<file path="config.mk">
export PLATFORM = sky130hd
export DESIGN_NAME = mdio_mgmt_bridge
export DESIGN_NICKNAME = d
export VERILOG_FILES = /design/src/rtl/mdio_bridge_pkg.sv /design/src/rtl/mdio_bridge_ctrl.sv /design/src/rtl/mdio_bridge_datapath.sv /design/src/rtl/mdio_mgmt_bridge.sv
export SDC_FILE = /design/constraint.sdc
export NUM_CORES = 1
export LEC_CHECK = 0
export BUFFER_PORTS_ARGS = -buffer_cell sky130_fd_sc_hd__buf_2
export CAP_MARGIN = 5
export CORE_ASPECT_RATIO = 0.6
export CORE_MARGIN = 2
export CORE_UTILIZATION = 49
export DETAILED_ROUTE_END_ITERATION = 10
export MAX_ROUTING_LAYER = met4
export PLACE_DENSITY = 0.66
export RECOVER_POWER = 25
export SLEW_MARGIN = 10
export SYNTH_ARGS = -nofsm -noshare
export SYNTH_HDL_FRONTEND = slang
export SYNTH_SLANG_ARGS = --single-unit
</file>
<file path="constraint.sdc">
create_clock -name clk -period 2.35 [get_ports clk]
set_input_delay 0.47 -clock clk [delete_from_list [all_inputs] [get_ports clk]]
set_output_delay 0.47 -clock clk [all_outputs]
set_load 0.02 [all_outputs]
</file>
<file path="src/rtl/mdio_bridge_pkg.sv">
package mdio_bridge_pkg;
  localparam int HOST_AW = 3;

  localparam logic [HOST_AW-1:0] ADDR_REG_SEL  = 3'd0;
  localparam logic [HOST_AW-1:0] ADDR_WDATA_LO = 3'd1;
  localparam logic [HOST_AW-1:0] ADDR_WDATA_HI = 3'd2;
  localparam logic [HOST_AW-1:0] ADDR_CMD      = 3'd3;
  localparam logic [HOST_AW-1:0] ADDR_STATUS   = 3'd4;
  localparam logic [HOST_AW-1:0] ADDR_RDATA_LO = 3'd5;
  localparam logic [HOST_AW-1:0] ADDR_RDATA_HI = 3'd6;

  // start(2) + opcode(2) + phy(5) + register(5)
  localparam int HDR_BITS  = 14;
  localparam int TA_BITS   = 2;
  localparam int DATA_BITS = 16;

  // control -> datapath strobes
  typedef struct packed {
    logic load;    // build a new frame
    logic shift;   // advance to next outgoing bit
    logic sample;  // capture mdioIn
    logic done;    // frame finished
  } mdioStrobes_t;
endpackage

</file>
<file path="src/rtl/mdio_bridge_ctrl.sv">
module mdio_bridge_ctrl
  import mdio_bridge_pkg::*;
#(
  parameter int MDC_HALF = 10,
  parameter int PRE_LEN  = 32
) (
  input  logic         clk,
  input  logic         rstN,
  input  logic         startReq,
  input  logic         opIsRead,
  output mdioStrobes_t strobes,
  output logic         busy,
  output logic         mdc,
  output logic         mdioOe
);
  localparam int FRAME_LEN   = PRE_LEN + HDR_BITS + TA_BITS + DATA_BITS;
  localparam int IDX_W       = $clog2(FRAME_LEN);
  localparam int DIV_W       = $clog2(MDC_HALF) + 1;
  localparam int RELEASE_IDX = PRE_LEN + HDR_BITS;
  localparam int DATA_IDX    = RELEASE_IDX + TA_BITS;

  typedef enum logic {S_IDLE, S_RUN} state_t;

  state_t           state;
  logic [DIV_W-1:0] divCnt;
  logic [IDX_W-1:0] bitIdx;
  logic             halfTick;
  logic             lastBit;

  assign halfTick = (divCnt == DIV_W'(MDC_HALF - 1));
  assign lastBit  = (bitIdx == IDX_W'(FRAME_LEN - 1));
  assign busy     = (state == S_RUN);
  assign mdioOe   = busy && !(opIsRead && (bitIdx >= IDX_W'(RELEASE_IDX)));

  always_comb begin
    strobes = '0;
    strobes.load = (state == S_IDLE) && startReq;
    if (state == S_RUN && halfTick) begin
      if (!mdc) begin
        strobes.sample = opIsRead && (bitIdx >= IDX_W'(DATA_IDX));
      end else if (lastBit) begin
        strobes.done = 1'b1;
      end else begin
        strobes.shift = 1'b1;
      end
    end
  end

  always_ff @(posedge clk) begin
    if (!rstN) begin
      state  <= S_IDLE;
      divCnt <= '0;
      bitIdx <= '0;
      mdc    <= 1'b0;
    end else begin
      case (state)
        S_IDLE: begin
          if (startReq) begin
            state  <= S_RUN;
            divCnt <= '0;
            bitIdx <= '0;
            mdc    <= 1'b0;
          end
        end
        default: begin
          divCnt <= halfTick ? '0 : divCnt + 1'b1;
          if (halfTick) begin
            mdc <= !mdc;
            if (mdc) begin
              if (lastBit) state <= S_IDLE;
              else         bitIdx <= bitIdx + 1'b1;
            end
          end
        end
      endcase
    end
  end
endmodule

</file>
<file path="src/rtl/mdio_bridge_datapath.sv">
module mdio_bridge_datapath
  import mdio_bridge_pkg::*;
#(
  parameter logic [4:0] PHY_ADDR = 5'h01,
  parameter int         PRE_LEN  = 32
) (
  input  logic               clk,
  input  logic               rstN,
  input  logic               hostWrEn,
  input  logic [HOST_AW-1:0] hostAddr,
  input  logic [7:0]         hostWrData,
  input  logic [HOST_AW-1:0] hostRdAddr,
  output logic [7:0]         hostRdData,
  input  logic               busy,
  input  mdioStrobes_t       strobes,
  input  logic               mdioIn,
  output logic               startReq,
  output logic               opIsRead,
  output logic               mdioOut
);
  localparam int FRAME_LEN = PRE_LEN + HDR_BITS + TA_BITS + DATA_BITS;

  logic [4:0]           regSel;
  logic [7:0]           wrLo;
  logic [7:0]           wrHi;
  logic                 cmdRead;
  logic [15:0]          rdData;
  logic [15:0]          capture;
  logic [FRAME_LEN-1:0] frameSr;
  logic                 wrAccept;
  logic                 startWrite;
  logic                 startRead;
  logic [FRAME_LEN-1:0] newFrame;

  assign wrAccept   = hostWrEn && !busy;
  assign startWrite = wrAccept && (hostAddr == ADDR_WDATA_HI);
  assign startRead  = wrAccept && (hostAddr == ADDR_CMD) && hostWrData[0] && !cmdRead;
  assign startReq   = startWrite || startRead;
  assign mdioOut    = frameSr[FRAME_LEN-1];

  always_comb begin
    if (startRead)
      newFrame = {{PRE_LEN{1'b1}}, 2'b01, 2'b10, PHY_ADDR, regSel, 2'b11, 16'hFFFF};
    else
      newFrame = {{PRE_LEN{1'b1}}, 2'b01, 2'b01, PHY_ADDR, regSel, 2'b10, hostWrData, wrLo};
  end

  // host-visible registers
  always_ff @(posedge clk) begin
    if (!rstN) begin
      regSel  <= '0;
      wrLo    <= '0;
      wrHi    <= '0;
      cmdRead <= 1'b0;
    end else if (wrAccept) begin
      case (hostAddr)
        ADDR_REG_SEL:  regSel  <= hostWrData[4:0];
        ADDR_WDATA_LO: wrLo    <= hostWrData;
        ADDR_WDATA_HI: wrHi    <= hostWrData;
        ADDR_CMD:      cmdRead <= hostWrData[0];
        default: ;
      endcase
    end
  end

  // frame shifter and read capture
  always_ff @(posedge clk) begin
    if (!rstN) begin
      frameSr  <= '0;
      capture  <= '0;
      rdData   <= '0;
      opIsRead <= 1'b0;
    end else begin
      if (strobes.load) begin
        frameSr  <= newFrame;
        capture  <= '0;
        opIsRead <= startRead;
      end else if (strobes.shift) begin
        frameSr <= {frameSr[FRAME_LEN-2:0], 1'b1};
      end
      if (strobes.sample) capture <= {capture[14:0], mdioIn};
      if (strobes.done && opIsRead) rdData <= capture;
    end
  end

  always_comb begin
    case (hostRdAddr)
      ADDR_REG_SEL:  hostRdData = {3'b000, regSel};
      ADDR_WDATA_LO: hostRdData = wrLo;
      ADDR_WDATA_HI: hostRdData = wrHi;
      ADDR_CMD:      hostRdData = {7'b0, cmdRead};
      ADDR_STATUS:   hostRdData = {7'b0, busy};
      ADDR_RDATA_LO: hostRdData = rdData[7:0];
      ADDR_RDATA_HI: hostRdData = rdData[15:8];
      default:       hostRdData = 8'h00;
    endcase
  end
endmodule

</file>
<file path="src/rtl/mdio_mgmt_bridge.sv">
module mdio_mgmt_bridge
  import mdio_bridge_pkg::*;
#(
  parameter logic [4:0] PHY_ADDR = 5'h01,
  parameter int         MDC_HALF = 10,
  parameter int         PRE_LEN  = 32
) (
  input  logic         clk,
  input  logic         rstN,
  input  logic         hostWrEn,
  input  logic [2:0]   hostAddr,
  input  logic [7:0]   hostWrData,
  input  logic [2:0]   hostRdAddr,
  output logic [7:0]   hostRdData,
  output logic         mdc,
  output logic         mdioOut,
  output logic         mdioOe,
  input  logic         mdioIn
);
  mdioStrobes_t strobes;
  logic         busy;
  logic         startReq;
  logic         opIsRead;

  mdio_bridge_ctrl #(
    .MDC_HALF (MDC_HALF),
    .PRE_LEN  (PRE_LEN)
  ) u_ctrl (
    .clk      (clk),
    .rstN     (rstN),
    .startReq (startReq),
    .opIsRead (opIsRead),
    .strobes  (strobes),
    .busy     (busy),
    .mdc      (mdc),
    .mdioOe   (mdioOe)
  );

  mdio_bridge_datapath #(
    .PHY_ADDR (PHY_ADDR),
    .PRE_LEN  (PRE_LEN)
  ) u_dp (
    .clk        (clk),
    .rstN       (rstN),
    .hostWrEn   (hostWrEn),
    .hostAddr   (hostAddr),
    .hostWrData (hostWrData),
    .hostRdAddr (hostRdAddr),
    .hostRdData (hostRdData),
    .busy       (busy),
    .strobes    (strobes),
    .mdioIn     (mdioIn),
    .startReq   (startReq),
    .opIsRead   (opIsRead),
    .mdioOut    (mdioOut)
  );
endmodule

</file>
# Word-level counts from Yosys, hierarchy flattened
# Index checks and enable logic that the tools add are counted.
totals:
  register_bits: 132
  in_bits: 18
  word_cells: 85
classes:
  add_sub_neg: 2
  magnitude_cmp: 2
  n_eq_ne: 14
  muxes: 27
  bitwise_logic: 1
  reduce_logical: 27
ops:
  columns: ["op", "count"]
  rows:
  - ["$mux W64", 2]
  - ["$pmux W8 S7", 1]
  - ["$mux W16", 2]
  - ["$mux W30", 1]
  - ["$mux W6", 5]
  - ["$mux W5", 3]
  - ["$eq A3 B2 Y1 const B", 4]
  - ["$ge A6 B6 Y1 const B", 2]
  - ["$mux W1", 12]
  - ["$logic_and A1 B1 Y1", 11]
  - ["$reduce_and A2 Y1", 5]
  - ["$eq A3 B3 Y1 const B", 3]
  - ["$add A6 B1 Y6 const B", 1]
  - ["$eq A3 B1 Y1 const B", 2]
  - ["$eq A6 B6 Y1 const B", 1]
  - ["$logic_not A3 Y1", 2]
  - ["$reduce_bool A2 Y1", 3]
  - ["$add A5 B1 Y5 const B", 1]
  - ["$eq A5 B4 Y1 const B", 1]
  - ["$logic_not A1 Y1", 4]
  - ["$ne A2 B2 Y1 const B", 2]
  - ["$reduce_and A4 Y1", 1]
  - ["$mux W3", 1]
  - ["$ne A2 B1 Y1 const B", 1]
  - ["other kinds (2)", 2]

# Logic depth before layout (Yosys ltp)
# Gate-level depths: netlist of run 1.
logic_depth:
  ltp_word: 9
  ltp_mapped: 8

# By module
# Synthesis of run 1 repeated with hierarchy kept, for this count alone.
unflattened:
  cells_unflattened: 631
  hier_area_um2: 5931.9
by_module_without_submodules:
  columns: ["mod", "n_inst", "cells_per_inst", "area_each_um2", "seq_area_each_um2"]
  rows:
  - ["mdio_bridge_datapath", 1, 536, 5171.2, 2382.3]
  - ["mdio_bridge_ctrl", 1, 95, 760.7, 260.2]

# Least setup slack after synthesis of run 1
# No wires, ideal clock.
synth_timing:
  path_type: "input to output"
  startpoint: "input port hostRdAddr[0]"
  endpoint: "output port hostRdData[1]"
  arrival_time_ns: 1.692
  required_ns: 1.880
  path_slack_ns: 0.188
  cell_stages: 5
  path_buffers: 2
  cell_sequence: "buf_2 -> nor2b_1 -> clkbuf_1 -> a22oi_1 -> a21oi_1"
synth_between:
  elab_chain_len: 2
  word_cells_on_any_way: 8
  classes_between: "eq/ne: 6; mux: 1; reduce/logical: 1"
synth_rtl:
  columns: ["element", "line", "source"]
  rows:
  - ["from (decl)", "mdio_mgmt_bridge.sv:13", "input logic [2:0] hostRdAddr,"]
  - ["$eq A3 B3 Y1, or another cell as far along", "mdio_bridge_datapath.sv:87", "case (hostRdAddr)"]
  - ["$pmux W8 S7 *", "mdio_bridge_datapath.sv:87", null]
  - ["to (decl)", "mdio_mgmt_bridge.sv:14", "output logic [7:0] hostRdData,"]
# Every way passes the cells marked *; elsewhere a longest branch is shown, timed or not.

# Worst setup path in the final report of run 1
layout_timing:
  startpoint: "input port hostRdAddr[0]"
  endpoint: "output port hostRdData[0]"
# The elaborated chain is that of the path after synthesis.

==> results.toml, run 1 <==
[status]
status = "completed"

[setup_path]
r2r-start = "u_ctrl.divCnt[0]"
cp.required_ns = 1.88
slowest_delay_ns = 0.53
r2r_end = "u_dp.frameSr[19]"
crit_path_max_fanout = 8
reg2regPathDepth = 6
reg2reg_slack_ns = 0.29
cp.arrival_ns = 1.68
crit_buf_inv = 2
criticalPathCategory = "input pin to primary output"
crit_family = "multiplexers"
crit_path_end_kind = "primary output"
cpMostUsedCell = "buf_2"
cp_cell_sequence = "buf_2 -> mux4_2 -> mux2_2 -> buf_2"
critPathSlowestCell = "mux4_2"
start_kind = "input pin"

[hold_path]
hold_path_end = "u_dp.capture[0]"
min_delay_path_depth = 3
min_from = "mdioIn"
min_path_type = "input pin to register"

[logic_synthesis]
synth_edf_count = 0
synth_top_area_share_pct = 47.45
synth_area_leaders = "dfxtp_1, mux2i_1, nand2_1, nor3_1, nor2_1"
synth_top_area_cell = "dfxtp_1"
netlist_instances = 663
ys_ff_latch = 132
synth_nets = 684
netlist-cell-type-count = 49
synth.avg_cell_area_um2 = 8.400
async_flop_share_pct = 0
synth_area_um2 = 5569
ys.flop_type = "dfxtp_1"
synth_seq_area_share_pct = 47.45
yosysWarnings = 0

[sta]
worst_pin_slew_ns = 0.6829
hold_viol_final = 0
fmax_ghz = 0.4657
slew_violations = 0
rsz0062_at_grt = "false"
skew_ns = 0.006531
setup_slack_ns = 0.2027
period_share_pct = 91.38
relSlewSlack_pct = 54.48
fin_crit_ns = 2.147
setup_viol_count_final = 0
setup-tns-final_ns = 0

[cells_and_area]
syn2layout_area_growth_pct = 14.51
layout.nets = 691
fillers = 987
final_cell_mix = "dfxtp_1, nand2_1, nor3_1, nor2_1, mux2i_1"
final_common_cell = "dfxtp_1"
final_area_um2 = 6377
n_antenna_cell = 0
drive_gt1_share_pct = 11.71

[power]
power_frac_comb_pct = 5.3
power_frac_seq_pct = 44.9
p_total_mw = 5.192
powerDensity_nw_per_um2 = 814.2
leakagePower_nw = 2.368
ir_drop_mv = 0.4478
p_clk_share_pct = 49.8
switchingPower_mw = 1.158
netSwitchingFraction_pct = 22.31
p_int_mw = 4.034

[flow_run]
drv_cap = 0

[clocking]
hold_buffers = 0
cts_sinks = 132
clk_pin_slew_ns = 0.05
htree_levels = 4
clock_latency_ns = 0.41
cts_root_buffer = "clkbuf_16"
numCtsBuffers = 17
post_cts_resized = 0
post_cts_buffers = 0
cts_tree = "done"
cts_buffer_depth = 2

[die]
die_x_um = 141.6
ios = 29
start_util_pct = 49.79
core_um2 = 11190
die_area_um2 = 12260
rows = 30
fp.dieH_um = 86.58

[global_route]
grt_pass1_vias = 4266
track_usage_pct = 23.51
grt_pass1_wl_mm = 21.98
grt_antenna_before_repair = 0
overflow = 0
grt_start_max_net_pins = 58

[detailed_routing]
antenna_left = 0
dr.pass1.iters = 4
drt_iter0_drc = 439
num_vias = 4818
drc = 0
routedWlPerCell_um = 16.39
via_per_inst = 5.826
routed_wl_mm = 13.55

[placement]
port_buffers = 28
routabilityCongestion = 0.8400
detailed_place_hpwl_mm = 8.986
placed_area_um2 = 5814
dpl_worst_slack_ns = 0.2098
[logic make-up after synthesis]
family | share of synthesized area [%]
adder cells (fa/ha/maj) | 0.6741
AND/OR/NAND/NOR | 25.39
XOR/XNOR | 0.1573
buffers and inverters | 5.302
flip-flops | 47.45
multiplexers | 8.335
AO/OA/AOI/OAI | 12.69
[worst max path at each step]
stage,start,to,cells past startpoint
after floorplan,hostRdAddr[0],hostRdData[1],5
after global placement,hostRdAddr[0],hostRdData[0],4
after detailed placement,hostRdAddr[0],hostRdData[0],4
after CTS,hostRdAddr[0],hostRdData[0],4
after global routing,u_ctrl.divCnt[0],u_ctrl.bitIdx[2],6
final,hostRdAddr[0],hostRdData[0],4
[state kept, by name, summed over array words and instances, names as in the netlist]
signal         cells
u_dp.regSel        5
u_ctrl.busy        1
u_dp.wrLo          8
u_dp.wrHi          8
u_dp.cmdRead       1
u_dp.rdData       16
u_dp.opIsRead      1
u_ctrl.mdc         1
u_dp.frameSr      64
u_ctrl.bitIdx      6
u_dp.capture      16
u_ctrl.divCnt      5
[worst min-delay path, cell delays in order]
cell and delay, ns:
buf_2 0.10, nand2_1 0.04, a21oi_1 0.05
[cells in the mapped netlist (4+ instances only)]
cell type    n
o22ai_1      9
a211oi_1     4
a31oi_1     15
clkbuf_1    28
nor2_1      62
nand2_1    108
nand3_1     31
buf_2       22
nor3b_1      4
mux2i_1     43
nand4_1      9
buf_6        4
dfxtp_1    132
o21ai_0     22
nor3_1      76
a21oi_1     38
a22oi_1      7
[power groups by stage]
stage / sequential, mW / combinational [mW] / clock (mW)
finish: 2.33 / 0.274 / 2.59
floorplan: 2.37 / 0.190 / 0
detailed placement: 2.38 / 0.274 / 0
global placement: 2.38 / 0.264 / 0
global route: 2.34 / 0.303 / 2.74
CTS: 2.33 / 0.276 / 2.62
[layout make-up]
class	count	area [µm²]	area share, %
Clock buffer	23	478.0	7.495
Clock inverter	9	102.6	1.609
Inverter	3	11.26	0.1766
Multi-Input combinational cell	470	2636	41.34
Sequential cell	132	2643	41.44
Tap cell	144	180.2	2.825
Timing Repair Buffer	46	326.6	5.121
[per-layer routing]
layer | wire length, µm | part of all wire [%] | global-route usage (%) | up-vias
met3 | 794 | 5.9 | 4.641 | 8
met5 | 0 | 0 | - | -
met1 | 7138 | 53 | 36.00 | 2317
met4 | 79 | 0.58 | 7.091 | 0
li1 | - | - | - | 2354
met2 | 5540 | 41 | 30.63 | 139
[per-stage QoR]
stage	cells	utilization, %	hold slack [ns]
final	827	57.01	0.2989
after global placement	795	51.98	0.4408
after global routing	827	57.01	0.3094
after CTS	827	57.17	0.2878
after detailed placement	795	51.98	0.4459
after floorplan	663	-	0.4321
(Power assumes the default switching activity.)
==> run 2: changes to the inputs <==
CELL_PAD_IN_SITES_DETAIL_PLACEMENT = 2   (was unset)
CELL_PAD_IN_SITES_GLOBAL_PLACEMENT = 2   (was unset)
CORE_UTILIZATION = 40   (was 49)
MAX_ROUTING_LAYER = unset   (was met4)
PLACE_DENSITY = unset   (was 0.66)
PLACE_DENSITY_LB_ADDON = 0.1   (was unset)
==> results.toml, run 2 (synthesized netlist as in run 1, its figures left out) <==
[cells_and_area]
top_regs = "u_dp.frameSr: 64 flops, u_dp.capture: 16 flops, u_dp.rdData: 16 flops"
drive_gt1_share_pct = 12.68
largest_reg_flops = 64
final_common_cell = "dfxtp_1"
final_cell_mix = "dfxtp_1, nand2_1, nor3_1, nor2_1, mux2i_1"
fin_util_pct = 47.05
layout.nets = 694
regMostFlops = "u_dp.frameSr"
final_area_um2 = 6411
n_antenna_cell = 0
syn2layout_area_growth_pct = 15.12

[global_route]
overflow = 0
grt.busiest_layer = "met2"
grt_antenna_before_repair = 0
met3_usage_pct = 5.864
track_usage_pct = 26.03
use_met2_pct = 42.29
grt_start_max_net_pins = 39
met1_usage_pct = 35.00
grt_pass1_wl_mm = 29.48
grt_pass1_vias = 5345

[sta]
fin_crit_ns = 2.221
setup_slack_ns = 0.1291
fmax_ghz = 0.4503
skew_ns = 0.007795
slew_violations = 0
worst_pin_slew_ns = 0.9559
holdWs_ns = 0.3003
setup_viol_count_final = 0
relSlewSlack_pct = 36.20
period_share_pct = 94.51
hold_viol_final = 0
setup-tns-final_ns = 0
rsz0062_at_grt = "false"

[detailed_routing]
dr.pass1.iters = 4
routed_wl_mm = 18.52
antenna_left = 0
routedWlPerCell_um = 21.50
via_per_inst = 5.762
drc = 0
num_vias = 4961
drt_iter0_drc = 248

[setup_path]
crit_path_max_fanout = 16
criticalPathCategory = "register to primary output"
r2r-start = "u_ctrl.divCnt[0]"
cp.arrival_ns = 1.75
start_kind = "register"
cp.required_ns = 1.88
reg2reg_slack_ns = 0.18
reg2regPathDepth = 6
crit_path_end_kind = "primary output"
r2r_end = "u_dp.frameSr[22]"

[die]
core_um2 = 13630
die_area_um2 = 14910
rows = 33
start_util_pct = 40.87
die_x_um = 156.3
ios = 29
fp.dieH_um = 95.40

[clocking]
clk_pin_slew_ns = 0.06
cts_buffer_depth = 2
htree_levels = 4
cts_root_buffer = "clkbuf_16"
hold_buffers = 0
cts_sinks = 132
cts_tree = "done"
clock_latency_ns = 0.42
numCtsBuffers = 17

[hold_path]
hold_path_end = "u_dp.capture[0]"
min_delay_path_depth = 3
min_from = "mdioIn"
min_path_type = "input pin to register"

[flow_run]
drv_cap = 0

[placement]
placed_area_um2 = 5863
dpl_worst_slack_ns = 0.2131
detailed_place_hpwl_mm = 11.78
port_buffers = 28
routabilityCongestion = 0.7744

[status]
status = "completed"

[power]
powerDensity_nw_per_um2 = 813.6
ir_drop_mv = 0.4255
leakagePower_nw = 2.368
[run 2: power breakdown]
part	switching (mW)	leakage, nW	total [mW]	internal, mW
Sequential	0.0408	1.07	2.34	2.29
Clock	1.09	0.274	2.59	1.49
Combinational	0.194	1.02	0.295	0.100
Total	1.33	2.37	5.22	3.89
[run 2: layout make-up]
cell class              instances  area [µm²]
flip-flops and latches        132        2646
fillers                      1500        7214
clock inverters                14       125.1
well taps                     175       219.0
clock buffers                  18       439.2
multi-input cells             470        2643
repair buffers                 49       327.8
inverters                       3       11.26
[run 2: through the flow]
step / power (mW) / cells
final: 5.216 / 861
after global routing: 5.382 / 861
after CTS: 5.259 / 861
after detailed placement: 2.672 / 829
after global placement: 2.651 / 829
after floorplan: 2.558 / 663
[run 2: worst max path at each step]
stage | startpoint | end
finish | u_ctrl.busy | hostRdData[0]
global route | u_ctrl.divCnt[0] | u_dp.frameSr[22]
CTS | u_ctrl.busy | hostRdData[0]
detailed placement | hostRdAddr[1] | hostRdData[1]
global placement | hostRdAddr[0] | hostRdData[0]
floorplan | hostRdAddr[0] | hostRdData[1]
[run 2: critical path: stages (launching register included)]
cell     delay (ns)
dfxtp_4        0.39
buf_6          0.18
mux2i_1        0.19
o21ai_0        0.12
mux2_2         0.28
buf_2          0.16
[run 2: repair_timing]
action | in CTS | in global routing
endpoints found under the setup margin | 1 | 1
setup buffers | 0 | 0
endpoints found under the hold margin | 0 | 0
gates resized for setup | 1 | 2
[run 2: routing by layer]
metal / routed length [µm] / share of wire [%]
met1: 9218 / 50
met2: 8566 / 46
met3: 506 / 2.7
met4: 223 / 1.2
met5: 0 / 0
==> run 3: changes to the inputs <==
CORE_ASPECT_RATIO = 1.2   (was 0.6)
SKIP_CTS_REPAIR_TIMING = 1   (was unset)
SKIP_LAST_GASP = 1   (was unset)
==> results.toml, run 3 (synthesized netlist as in run 1, its figures left out) <==
[sta]
setup_viol_count_final = 0
fmax_ghz = 0.4661
fin_crit_ns = 2.145
period_share_pct = 91.30
skew_ns = 0.006241
setup-tns-final_ns = 0
hold_viol_final = 0
worst_pin_slew_ns = 0.6737
relSlewSlack_pct = 55.08
slew_violations = 0
rsz0062_at_grt = "false"

[cells_and_area]
seq_area_um2 = 2644
multi_input_area_um2 = 2619
regMostFlops = "u_dp.frameSr"
largest_reg_flops = 64
final_common_cell = "dfxtp_1"
drive_gt1_share_pct = 12.37
syn2layout_area_growth_pct = 14.78
fin_cells = 858
n_antenna_cell = 0
layout.nets = 695
final_cell_mix = "dfxtp_1, nand2_1, nor3_1, nor2_1, mux2i_1"
fillers = 1526
top_regs = "u_dp.frameSr: 64 flops, u_dp.capture: 16 flops, u_dp.rdData: 16 flops"

[clocking]
cts_buffer_depth = 2
clock_latency_ns = 0.43
cts_tree = "done"
cts_root_buffer = "clkbuf_16"
clk_pin_slew_ns = 0.06
cts_sinks = 132
numCtsBuffers = 17
htree_levels = 4

[setup_path]
crit_path_end_kind = "primary output"
cp_cell_sequence = "mux4_2 -> mux2_2 -> buf_2"
cp.required_ns = 1.88
crit_path_max_fanout = 3
crit_buf_inv = 1
criticalPathCategory = "register to primary output"
slowest_delay_ns = 0.47
crit_family = "multiplexers"
start_kind = "register"
critPathSlowestCell = "mux4_2"
cp.arrival_ns = 1.68

[flow_run]
drv_cap = 0

[global_route]
grt_antenna_before_repair = 0
grt_pass1_vias = 5438
track_usage_pct = 24.30
overflow = 0
grt_pass1_wl_mm = 28.66
grt_start_max_net_pins = 52

[die]
start_util_pct = 40.64
fp.dieH_um = 133.3
rows = 47
core_um2 = 13700
die_x_um = 111.7
ios = 29
die_area_um2 = 14890

[detailed_routing]
antenna_left = 0
via_per_inst = 5.725
dr.pass1.iters = 4
routed_wl_mm = 17.26
drt_iter0_drc = 208
routedWlPerCell_um = 20.12
num_vias = 4912
drc = 0

[power]
leakagePower_nw = 2.360
powerDensity_nw_per_um2 = 816.4
ir_drop_mv = 0.5544

[hold_path]
min_path_type = "input pin to register"

[status]
status = "completed"

[placement]
routabilityCongestion = 0.8132
dp.cells = 826
detailed_place_hpwl_mm = 10.89
port_buffers = 28
[run 3: worst paths after layout]
| kind | startpoint | end | slack, ns | depth (start not counted) |
|---|---|---|---|---|
| setup reg to reg | u_ctrl.busy | u_dp.frameSr[12] | 0.28 | 5 |
| setup / recovery | u_dp.regSel[0] | hostRdData[0] | 0.20 | 3 |
| hold reg to reg | u_dp.frameSr[25] | u_dp.frameSr[25] | 0.46 | 2 |
| hold / removal | mdioIn | u_dp.capture[0] | 0.30 | 3 |
[run 3: final cells by class]
class                      count  area share [%]
sequential                   132           41.36
multi-input combinational    470           40.97
clock buffer                  19           6.929
timing repair buffer          50           5.109
tap                          171           3.347
clock inverter                13           2.114
inverter                       3          0.1762
[run 3: through the flow]
step                      utilization (%)  hold slack (ns)  setup WS (ns)  area [µm²]  total power, mW
after floorplan                         -           0.4321         0.1882        5569            2.558
after global placement              42.81           0.4443         0.2584        5866            2.647
after detailed placement            42.81           0.4502         0.2497        5866            2.666
after CTS                           47.03           0.2834        0.06271        6444            5.274
after global routing                46.65           0.3125         0.1002        6392            5.405
final                               46.65           0.3015         0.2045        6392            5.218
[run 3: where the power goes]
| group | leakage (nW) | internal (mW) | switching [mW] |
|---|---|---|---|
| clock | 0.271 | 1.58 | 1.02 |
| sequential | 1.07 | 2.30 | 0.0403 |
| combinational | 1.02 | 0.0990 | 0.184 |
[run 3: metal layers]
layer  track usage [%]  share of wire [%]  wire length, µm
met1             27.70                 42             7293
met2             44.65                 53             9201
met3             5.323                2.8              478
met4             8.299                1.7              291
met5                 0                  0                0
[run 3: worst min-delay path, cell delays in order]
cell and delay, ns:
buf_2 0.10, nand2_1 0.06, a21oi_1 0.05
